$ cat src/rtl/rsalu_pkg.sv
package rsalu_pkg;

  // Operation codes: bit 3 = invert a, bit 2 = invert b and carry in of 1,
  // bits 1:0 = slice selector
  localparam logic [3:0] OP_AND = 4'b0000;
  localparam logic [3:0] OP_OR  = 4'b0001;
  localparam logic [3:0] OP_ADD = 4'b0010;
  localparam logic [3:0] OP_SUB = 4'b0110;
  localparam logic [3:0] OP_SLT = 4'b0111;
  localparam logic [3:0] OP_NOR = 4'b1100;

  typedef enum logic [1:0] {
    SEL_AND  = 2'b00,
    SEL_OR   = 2'b01,
    SEL_SUM  = 2'b10,
    SEL_LESS = 2'b11
  } slice_sel_e;

  typedef struct packed {
    logic       a_inv;
    logic       b_inv;
    logic       carry0;
    slice_sel_e sel;
    logic       arith;
  } slice_ctrl_t;

endpackage

$ cat src/rtl/rsalu_decode.sv
module rsalu_decode
  import rsalu_pkg::*;
(
  input  logic [3:0]  op_i,
  output slice_ctrl_t ctrl_o
);

  always_comb begin
    ctrl_o.a_inv  = op_i[3];
    ctrl_o.b_inv  = op_i[2];
    ctrl_o.carry0 = op_i[2];
    ctrl_o.sel    = slice_sel_e'(op_i[1:0]);
    ctrl_o.arith  = (op_i[1:0] == SEL_SUM);
  end

endmodule

$ cat src/rtl/rsalu_slice.sv
module rsalu_slice
  import rsalu_pkg::*;
#(
  parameter bit IS_TOP = 1'b0
) (
  input  logic       a_i,
  input  logic       b_i,
  input  logic       less_i,
  input  logic       cin_i,
  input  logic       a_inv_i,
  input  logic       b_inv_i,
  input  slice_sel_e sel_i,
  output logic       res_o,
  output logic       cout_o,
  output logic       set_o,
  output logic       ovf_o
);

  logic aa, bb, and_b, or_b, sum_b;

  assign aa    = a_i ^ a_inv_i;
  assign bb    = b_i ^ b_inv_i;
  assign and_b = aa & bb;
  assign or_b  = aa | bb;
  // sum: odd number of ones; carry: at least two ones
  assign sum_b  = aa ^ bb ^ cin_i;
  assign cout_o = (aa & bb) | (aa & cin_i) | (bb & cin_i);

  always_comb begin
    unique case (sel_i)
      SEL_AND:  res_o = and_b;
      SEL_OR:   res_o = or_b;
      SEL_SUM:  res_o = sum_b;
      SEL_LESS: res_o = less_i;
      default:  res_o = 1'b0;
    endcase
  end

  generate
    if (IS_TOP) begin : g_top
      assign set_o = sum_b;
      assign ovf_o = cin_i ^ cout_o;
    end else begin : g_mid
      assign set_o = 1'b0;
      assign ovf_o = 1'b0;
    end
  endgenerate

endmodule

$ cat src/rtl/rsalu_flags.sv
module rsalu_flags #(
  parameter int W = 32
) (
  input  logic [W-1:0] res_i,
  input  logic         ovf_raw_i,
  input  logic         arith_i,
  output logic         zero_o,
  output logic         ovf_o
);

  assign zero_o = ~|res_i;
  assign ovf_o  = arith_i & ovf_raw_i;

endmodule

$ cat src/rtl/rsalu_top.sv
module rsalu_top
  import rsalu_pkg::*;
#(
  parameter int W = 32
) (
  input  logic         clk,
  input  logic         rst,
  input  logic [3:0]   op_i,
  input  logic [W-1:0] a_i,
  input  logic [W-1:0] b_i,
  output logic [W-1:0] result_o,
  output logic         zero_o,
  output logic         ovf_o
);

  localparam int TOP = W - 1;

  slice_ctrl_t    ctrl;
  logic [W-1:0]   carry_in;
  logic [W-1:0]   res_w;
  logic           set_top;
  logic           ovf_raw;
  logic           unused_cout_top;
  logic [W-2:0]   unused_set_lo;
  logic [W-2:0]   unused_ovf_lo;
  logic [W-2:0]   carry_lo;
  logic           zero_c;
  logic           ovf_c;

  rsalu_decode u_decode (
    .op_i   (op_i),
    .ctrl_o (ctrl)
  );

  assign carry_in = {carry_lo, ctrl.carry0};

  generate
    for (genvar i = 0; i < W; i++) begin : g_slice
      if (i == TOP) begin : g_msb
        rsalu_slice #(.IS_TOP(1'b1)) u_slice (
          .a_i     (a_i[i]),
          .b_i     (b_i[i]),
          .less_i  (1'b0),
          .cin_i   (carry_in[i]),
          .a_inv_i (ctrl.a_inv),
          .b_inv_i (ctrl.b_inv),
          .sel_i   (ctrl.sel),
          .res_o   (res_w[i]),
          .cout_o  (unused_cout_top),
          .set_o   (set_top),
          .ovf_o   (ovf_raw)
        );
      end else begin : g_low
        rsalu_slice #(.IS_TOP(1'b0)) u_slice (
          .a_i     (a_i[i]),
          .b_i     (b_i[i]),
          .less_i  ((i == 0) ? set_top : 1'b0),
          .cin_i   (carry_in[i]),
          .a_inv_i (ctrl.a_inv),
          .b_inv_i (ctrl.b_inv),
          .sel_i   (ctrl.sel),
          .res_o   (res_w[i]),
          .cout_o  (carry_lo[i]),
          .set_o   (unused_set_lo[i]),
          .ovf_o   (unused_ovf_lo[i])
        );
      end
    end
  endgenerate

  rsalu_flags #(.W(W)) u_flags (
    .res_i     (res_w),
    .ovf_raw_i (ovf_raw),
    .arith_i   (ctrl.arith),
    .zero_o    (zero_c),
    .ovf_o     (ovf_c)
  );

  always_ff @(posedge clk) begin
    if (rst) begin
      result_o <= '0;
      zero_o   <= 1'b1;
      ovf_o    <= 1'b0;
    end else begin
      result_o <= res_w;
      zero_o   <= zero_c;
      ovf_o    <= ovf_c;
    end
  end

endmodule

$ cat config.mk
export PLATFORM = sky130hd
export DESIGN_NAME = rsalu_top
export DESIGN_NICKNAME = d
export VERILOG_FILES = /design/src/rtl/rsalu_pkg.sv /design/src/rtl/rsalu_decode.sv /design/src/rtl/rsalu_slice.sv /design/src/rtl/rsalu_flags.sv /design/src/rtl/rsalu_top.sv
export SDC_FILE = /design/constraint.sdc
export NUM_CORES = 1
export LEC_CHECK = 0
export ABC_AREA = 1
export CAP_MARGIN = 40
export CORE_MARGIN = 2
export CORE_UTILIZATION = 40
export CTS_CLUSTER_DIAMETER = 150
export DETAILED_ROUTE_END_ITERATION = 8
export DONT_BUFFER_PORTS = 1
export GPL_ROUTABILITY_DRIVEN = 0
export PLACE_DENSITY_LB_ADDON = 0.2
export SLEW_MARGIN = 15
export SYNTH_ARGS = -nofsm -noshare
export SYNTH_HDL_FRONTEND = slang
export SYNTH_SLANG_ARGS = --single-unit
$ cat constraint.sdc
create_clock -name clk -period 21.5 [get_ports clk]
set_input_delay 4.3 -clock clk [delete_from_list [all_inputs] [get_ports clk]]
set_output_delay 4.3 -clock clk [all_outputs]
set_load 0.02 [all_outputs]
# After elaboration in Yosys (flattened, before gate mapping)
# Cells that the tools add are included.
# W data, S select, Z words.
[word_totals]
reg_bits = 34
input_bits = 70
out_inout_bits = 34
elab_cells = 363
[classes]
n_eq_ne = 3
mux = 32
bitwise = 322
reduce_logical = 3
[op_table]
columns = ["cell", "n"]
rows = [
  ["$xor A1 B1 Y1", 129],
  ["$pmux W1 S4", 32],
  ["$and A1 B1 Y1", 97],
  ["$or A1 B1 Y1", 96],
  ["$reduce_or A32 Y1", 1],
  ["$eq A2 B2 Y1 const B", 2],
  ["$eq A2 B1 Y1 const B", 1],
  ["$logic_not A2 Y1", 1],
  ["$logic_not A1 Y1", 1],
]

# Longest topological paths before layout
# Gate-level depths: netlist of the first run.
[depth]
ltp_word = 99
depth_mapped = 49
ltp_nobuf = 48

# By module
# Synthesis of the first run repeated with hierarchy kept, for this count alone.
[unflattened]
hier_cells = 852
area_unflattened_um2 = 5526.6
[by_module_without_submodules]
columns = ["mod", "instances", "cells_per_inst", "area_each_um2", "seq_area_each_um2"]
rows = [
  ["rsalu_slice (g_slice[0].g_low.u_slice ...)", 31, 22, 136.4, 0.0],
  ["rsalu_top", 1, 108, 993.5, 680.7],
  ["rsalu_slice (g_slice[31].g_msb.u_slice)", 1, 22, 133.9, 0.0],
  ["rsalu_flags", 1, 33, 123.9, 0.0],
  ["rsalu_decode", 1, 7, 47.5, 0.0],
]

# Worst setup path before layout of the first run
# OpenSTA, ideal clock, no wires.
[synth_path]
path_type = "input-to-reg"
start = "input op_i[2]"
end = "register zero_o"
setup_ns = 0.060
arrival_time_ns = 17.113
t_required_ns = 21.440
setup_slack_ns = 4.327
stages = 46
path_buffers = 2
path_cell_list = "clkbuf_1 > buf_2 > xnor2_1 > inv_1 > fa_1 > fa_1 > inv_1 > fa_1 > fa_1 > fa_1 > fa_1 > fa_1 > fa_1 > fa_1 > fa_1 > fa_1 > fa_1 > fa_1 > [... 10 more ...] > fa_1 > fa_1 > fa_1 > fa_1 > fa_1 > fa_1 > fa_1 > inv_1 > fa_1 > nand3_1 > nand2_1 > nor2_1 > nand2_1 > nor2_1 > nand2_1 > nor2_1 > nand2_1 > nand2_1"
[synth_via]
elab_chain_cells = 98
elab_cells_between_ends = 318
cone_classes = "mux (32); bitwise (284); reduce/logical (2)"
[synth_rtl]
columns = ["element", "line", "source"]
rows = [
  ["start: declaration", "rsalu_top.sv:8", "input logic [3:0] op_i,"],
  ["$xor A1 B1 Y1", "rsalu_slice.sv:22", "assign bb = b_i ^ b_inv_i;"],
  ["$and A1 B1 Y1", "rsalu_slice.sv:23, rsalu_slice.sv:27", ""],
  ["$or A1 B1 Y1 (2 in series)", "rsalu_slice.sv:27", "assign cout_o = (aa & bb) | (aa & cin_i) | (bb & cin_i);"],
  ["$and A1 B1 Y1", "rsalu_slice.sv:27", ""],
  ["$or A1 B1 Y1 (2 in series)", "rsalu_slice.sv:27", ""],
  ["$and A1 B1 Y1", "rsalu_slice.sv:27", ""],
  ["$or A1 B1 Y1 (2 in series)", "rsalu_slice.sv:27", ""],
  ["$and A1 B1 Y1", "rsalu_slice.sv:27", ""],
  ["[... 77 more ...]", "--", ""],
  ["$and A1 B1 Y1", "rsalu_slice.sv:27", ""],
  ["$or A1 B1 Y1 (2 in series)", "rsalu_slice.sv:27", ""],
  ["$and A1 B1 Y1", "rsalu_slice.sv:27", ""],
  ["$or A1 B1 Y1 (2 in series)", "rsalu_slice.sv:27", ""],
  ["$xor A1 B1 Y1", "rsalu_slice.sv:26", "assign sum_b = aa ^ bb ^ cin_i;"],
  ["$pmux W1 S4", "rsalu_slice.sv:30", "unique case (sel_i)"],
  ["$reduce_or A32 Y1 *", "rsalu_flags.sv:11", "assign zero_o = ~|res_i;"],
  ["$logic_not A1 Y1 *", "rsalu_flags.sv:11", ""],
  ["end signal: assignment", "rsalu_top.sv:86", "zero_o <= zero_c;"],
  ["end: declaration", "rsalu_top.sv:12", "output logic zero_o,"],
]
# Mark *: on every way between the ends. The rest lies on a longest branch, timed or not.
# A chain may end at the register's enable or synchronous reset.

# Final worst setup path of the first run
[layout_path]
start = "input op_i[3]"
end = "register zero_o"
[layout_via]
elab_chain_cells = 98
elab_cells_between_ends = 317
cone_classes = "mux (32); bitwise (283); reduce/logical (2)"
[layout_rtl]
columns = ["element", "line", "source"]
rows = [
  ["$xor A1 B1 Y1", "rsalu_slice.sv:21", "assign aa = a_i ^ a_inv_i;"],
  ["$and A1 B1 Y1, on equally long branches", "rsalu_slice.sv:23, rsalu_slice.sv:27", ""],
  ["$or A1 B1 Y1 (2 in series)", "rsalu_slice.sv:27", ""],
  ["$and A1 B1 Y1", "rsalu_slice.sv:27", ""],
  ["$or A1 B1 Y1 (2 in series)", "rsalu_slice.sv:27", ""],
  ["$and A1 B1 Y1", "rsalu_slice.sv:27", ""],
  ["$or A1 B1 Y1 (2 in series)", "rsalu_slice.sv:27", ""],
  ["$and A1 B1 Y1", "rsalu_slice.sv:27", ""],
  ["[... 77 more ...]", "--", ""],
  ["$and A1 B1 Y1", "rsalu_slice.sv:27", ""],
  ["$or A1 B1 Y1 (2 in series)", "rsalu_slice.sv:27", ""],
  ["$and A1 B1 Y1", "rsalu_slice.sv:27", ""],
  ["$or A1 B1 Y1 (2 in series)", "rsalu_slice.sv:27", ""],
  ["$xor A1 B1 Y1", "rsalu_slice.sv:26", ""],
  ["$pmux W1 S4", "rsalu_slice.sv:30", ""],
  ["$reduce_or A32 Y1 *", "rsalu_flags.sv:11", ""],
  ["$logic_not A1 Y1 *", "rsalu_flags.sv:11", ""],
]
# Marks and branches as above.

==> results of run 1 <==
[worst min path at each step]
stage,start,end,slack (ps),depth (start not counted)
global placement,rst,result_o[0],4370,1
global route,rst,result_o[0],4050,1
detailed placement,rst,result_o[0],4390,1
CTS,rst,result_o[0],4060,1
finish,rst,result_o[0],4060,1
floorplan,rst,result_o[0],4370,1
[layout make-up]
type | count | share of cell area
Multi-Input combinational cell | 391 | 0.670
Sequential cell | 34 | 0.155
Timing Repair Buffer | 4 | 0.0131
Clock buffer | 7 | 0.0197
Inverter | 120 | 0.103
Clock inverter | 1 | 0.00114
Tap cell | 136 | 0.0387
[per-layer routing]
metal | vias to the layer above | part of all wire | wire, microns | global-route usage
met2 | 69 | 0.49 | 4490 | 0.303
li1 | 1599 | - | - | -
met4 | 0 | 0.020 | 179 | 0.0658
met1 | 1354 | 0.44 | 3980 | 0.206
met5 | - | 0 | 0 | 0
met3 | 11 | 0.047 | 431 | 0.0307
[state kept, by name (all words and copies together) (netlist names)]
| name | cells |
|---|---|
| result_o | 32 |
| ovf_o | 1 |
| zero_o | 1 |
[power groups by stage]
stage          sequential (mW)  clock, mW  combinational [mW]
3_5_place_dp            0.0829          0              0.0949
4_1_cts                 0.0814     0.0536              0.0955
5_1_grt                 0.0817     0.0560               0.113
3_3_place_gp            0.0827          0              0.0917
6_report                0.0812     0.0515              0.0942
2_1_floorplan           0.0818          0              0.0797
[placed cells by master, fill, tap and decap left out, types with 4 or more instances in the layout]
master,instances
inv_1,118
nand2_1,103
nor2_1,75
ha_1,64
xnor2_1,61
o21ai_0,39
dfxtp_1,34
fa_1,31
nand3b_1,8
clkbuf_8,6
nand3_1,4
[logic make-up (layout without fill, tap and decap cells)]
group                      after synthesis  count (layout)  share of synthesized area
and+or+nand+nor                        193             193                      0.183
buffers and inverters                  140             132                      0.132
adders and majority gates               95              95                      0.341
xor gates and xnor gates                64              64                      0.134
AOI/OAI and AO/OA                       39              39                     0.0468
DFF                                     34              34                      0.163
[per-stage QoR]
stage / instances / utilization
final: 693 / 0.429
after global routing: 693 / 0.429
after floorplan: 565 / -
after detailed placement: 685 / 0.420
after CTS: 693 / 0.429
after global placement: 683 / 0.416
==> impl_metrics.json, run 1 <==
{
  "coreArea_sq_um": 10200,
  "finalNetCount": 721,
  "synth.most_common_cell": "inv_1",
  "ios": 104,
  "worstSetupEndpointType": "register",
  "finalHoldViolations": 0,
  "path_clk_slew_ps": 80,
  "cpMostUsedCell": "fa_1",
  "start_util": 0.408,
  "critPathCapture": "zero_o",
  "maxCapViolCount": 0,
  "grt_pass1_wl_mm": 15.0,
  "relSlewSlack": 0.624,
  "maxSlewViolCount": 0,
  "antennaDiodeCount": 0,
  "die_h_microns": 106,
  "synth_seq_cells": 34,
  "yosys_warnings": 0,
  "place_area_sq_um": 4300,
  "min_period_ps": 17050,
  "tns_ps": 0,
  "grt_overflow": 0,
  "rsz0062_at_grt": "false",
  "cp_max_fo": 32,
  "syn_to_final_growth_pct": 5.34,
  "synth_ff_type": "dfxtp_1",
  "ir_drop_v": 0.0000190,
  "max_freq_mhz": 58.6,
  "htreeDepth": 2,
  "grt_pass1_vias": 3112,
  "place_ws_ps": 4130,
  "grt_max_degree": 35,
  "crit_type": "input pin to register",
  "die_x_microns": 106,
  "first_iter_violations": 57,
  "worst_path_dominant_cell_family": "adder cells",
  "numCtsBuffers": 5,
  "die_area_sq_um": 11300,
  "internal-power_mw": 0.135,
  "port_buffers": 0,
  "synth_cell_types": 18,
  "first_pass_iters": 4,
  "p_seq_frac": 0.358,
  "via_per_inst": 4.38,
  "yosys-top-cells-area": "ha_1 19%, dfxtp_1 16%, fa_1 15%, xnor2_1 13%, inv_1 11%",
  "power_mw": 0.227,
  "setup_viol": 0,
  "cpPeakStageDelay_ps": 420,
  "wl_per_cell_microns": 13.1,
  "synthesis.nets": 730,
  "synth_top_area_cell": "ha_1",
  "layout_setup_ws_ps": 4450,
  "synthCells": 565,
  "synth_top_area_frac": 0.192,
  "root_buffer": "clkbuf_8",
  "required_ps": 21760,
  "path_depth": 43,
  "power_frac_comb": 0.415,
  "fillers": 1067,
  "worstPathArrival_ps": 17310,
  "crit_slowest_cell": "fa_1",
  "crit_start": "op_i[3]",
  "design_area_sq_um": 4390,
  "post-cts-setup-buffers": 0,
  "yosys-top-cells-count": "118 x inv_1, 103 x nand2_1, 76 x nor2_1",
  "hpwl_mm": 7.04,
  "hold_ws_ps": 4060,
  "drc": 0,
  "p_clk_frac": 0.227,
  "row_count": 37,
  "leakagePower_nw": 2.40,
  "drtAntennaViolNets": 0,
  "synth_area_per_cell_sq_um": 7.38,
  "synth_enable_flop_cells": 0,
  "netlist_area_sq_um": 4170,
  "grt_antenna_before_repair": 0,
  "status": "finished, final reports clean",
  "finalCritPeriodShare": 0.793,
  "grt_usage": 0.171,
  "min_path_type": "input pin to register",
  "multi_input_area_sq_um": 2940,
  "drive_above_1_share": 0.0251,
  "cts_sinks": 34,
  "cts_tree": "done",
  "tightest_slew_ps": 563,
  "path_buf_inv": 2,
  "cts_resized": 0,
  "cts_buffer_depth": 2,
  "vias": 3033,
  "seqCellArea_sq_um": 681,
  "yosysSeqAreaShare": 0.163,
  "synthArstFlopShare": 0,
  "switching_share": 0.404,
  "cts_hold_buf": 0,
  "p_per_area_nw_per_um2": 51.6,
  "cp-start-kind": "input pin",
  "switching_power_mw": 0.0915,
  "routed_wirelength_mm": 9.08
}
No activity file was read; power rests on OpenSTA's default activity.
==> run 2: changes to the inputs <==
- clock period: 21.5 -> 16.62 ns (I/O delays scaled with it)
==> run 2 against run 1 <==
Sequential power is 29% higher. Routed wire length hardly changed. Hold slack got worse by 980 ps. Core utilization barely moved. Power is 29% higher. Combinational power rose by 30%. Via count is essentially flat. Setup slack worse by 3900 ps. Die area stayed put. Final cell count did not move. Sequential cell count is the same. First-iteration DRC count down 1.8%. Critical path type unchanged. Largest power group unchanged. Highest routed layer unchanged.
==> impl_metrics.json, run 2 (same netlist as run 1, synthesis figures left out) <==
{
  "antennaDiodeCount": 0,
  "largest_reg_flops": 32,
  "cts_tree": "done",
  "min_period_ps": 16030,
  "relSlewSlack": 0.624,
  "routed_wirelength_mm": 9.09,
  "max_freq_mhz": 62.4,
  "first_pass_iters": 4,
  "tightest_slew_ps": 563,
  "grt_max_degree": 35,
  "required_ps": 16880,
  "syn_to_final_growth_pct": 5.40,
  "worstPathArrival_ps": 16280,
  "coreArea_sq_um": 10200,
  "via_per_inst": 4.37,
  "vias": 3030,
  "htreeDepth": 2,
  "first_iter_violations": 56,
  "die_area_sq_um": 11300,
  "drive_above_1_share": 0.0269,
  "cp-start-kind": "input pin",
  "drtAntennaViolNets": 0,
  "cpMostUsedCell": "fa_1",
  "hpwl_mm": 7.04,
  "largest_register": "result_o",
  "status": "finished, final reports clean",
  "cts_buffer_depth": 2,
  "grt_pass1_wl_mm": 15.0,
  "finalHoldViolations": 0,
  "die_h_microns": 106,
  "cp_max_fo": 32,
  "cts_sinks": 34,
  "finalNetCount": 721,
  "p_per_area_nw_per_um2": 66.8,
  "reg_top3": "result_o (32), ovf_o (1), zero_o (1)",
  "tns_ps": 0,
  "seqCellArea_sq_um": 681,
  "setup_viol": 0,
  "start_util": 0.408,
  "ir_drop_v": 0.0000246,
  "mostFrequentLayoutCells": "118 x inv_1, 103 x nand2_1, 75 x nor2_1",
  "final_core_util": 0.430,
  "crit_slowest_cell": "fa_1",
  "grt_antenna_before_repair": 0,
  "maxSlewViolCount": 0,
  "cpPeakStageDelay_ps": 420,
  "root_buffer": "clkbuf_8",
  "worstSetupEndpointType": "register",
  "grt_overflow": 0,
  "fillers": 1066,
  "post-cts-setup-buffers": 0,
  "final_common_cell": "inv_1",
  "port_buffers": 0,
  "row_count": 37,
  "rsz0062_at_grt": "false",
  "crit_type": "input pin to register",
  "maxCapViolCount": 0,
  "wl_per_cell_microns": 13.1,
  "min_path_type": "input pin to register",
  "die_x_microns": 106,
  "multi_input_area_sq_um": 2950,
  "drc": 0,
  "leakagePower_nw": 2.40,
  "numCtsBuffers": 5,
  "finalCritPeriodShare": 0.964,
  "path_clk_slew_ps": 80,
  "grt_pass1_vias": 3112,
  "ios": 104,
  "grt_usage": 0.171
}
==> run 2: changes by cell type in the layout (fill, tap and decap cells not counted) <==
cell / delta
fa_1: -1
fa_2: +1
==> run 2: routing by layer <==
metal	wire length, microns	share of wire	track usage	vias to the layer above
li1	-	-	-	1599
met5	0	0	0	-
met4	179	0.020	0.0658	0
met1	3990	0.44	0.206	1351
met3	431	0.047	0.0307	11
met2	4490	0.49	0.303	69
==> run 2: worst max-delay path: cells and delay by family <==
kind	cells	cell delay [ps]
buf+inv	2	140
simple gates	9	660
fa+ha+maj	31	11900
xor+xnor	1	280
==> run 2: area by class of cell <==
cell class | count | area share
sequential | 34 | 0.155
multi-input combinational | 391 | 0.670
tap | 136 | 0.0387
timing repair buffer | 4 | 0.0131
clock inverter | 1 | 0.00114
clock buffer | 7 | 0.0196
inverter | 120 | 0.102
==> run 2: final timing paths <==
check	start	end	cells past startpoint
worst max-delay path	op_i[3]	zero_o	43
worst min-delay path	rst	result_o[0]	1
==> run 2: per-stage QoR <==
stage                     instance area, sq um  hold slack (ps)  power (mW)  setup WS, ps  std cells
after floorplan                           4170             3400       0.209           423        565
after global placement                    4260             3400       0.226           314        683
after detailed placement                  4300             3410       0.230           230        685
after CTS                                 4390             3080       0.298           520        693
after global routing                      4400             3080       0.324          26.1        693
final                                     4400             3080       0.294           592        693
==> run 2: timing repair <==
item | CTS | global route
endpoints found under the setup margin | 0 | 1
resized for setup | 0 | 1
hold buffers | 0 | 0
==> run 2: power breakdown <==
part	switching, mW	internal [mW]	total [mW]
registers	0.0145	0.0905	0.105
logic	0.0709	0.0512	0.122
clock network	0.0330	0.0335	0.0665
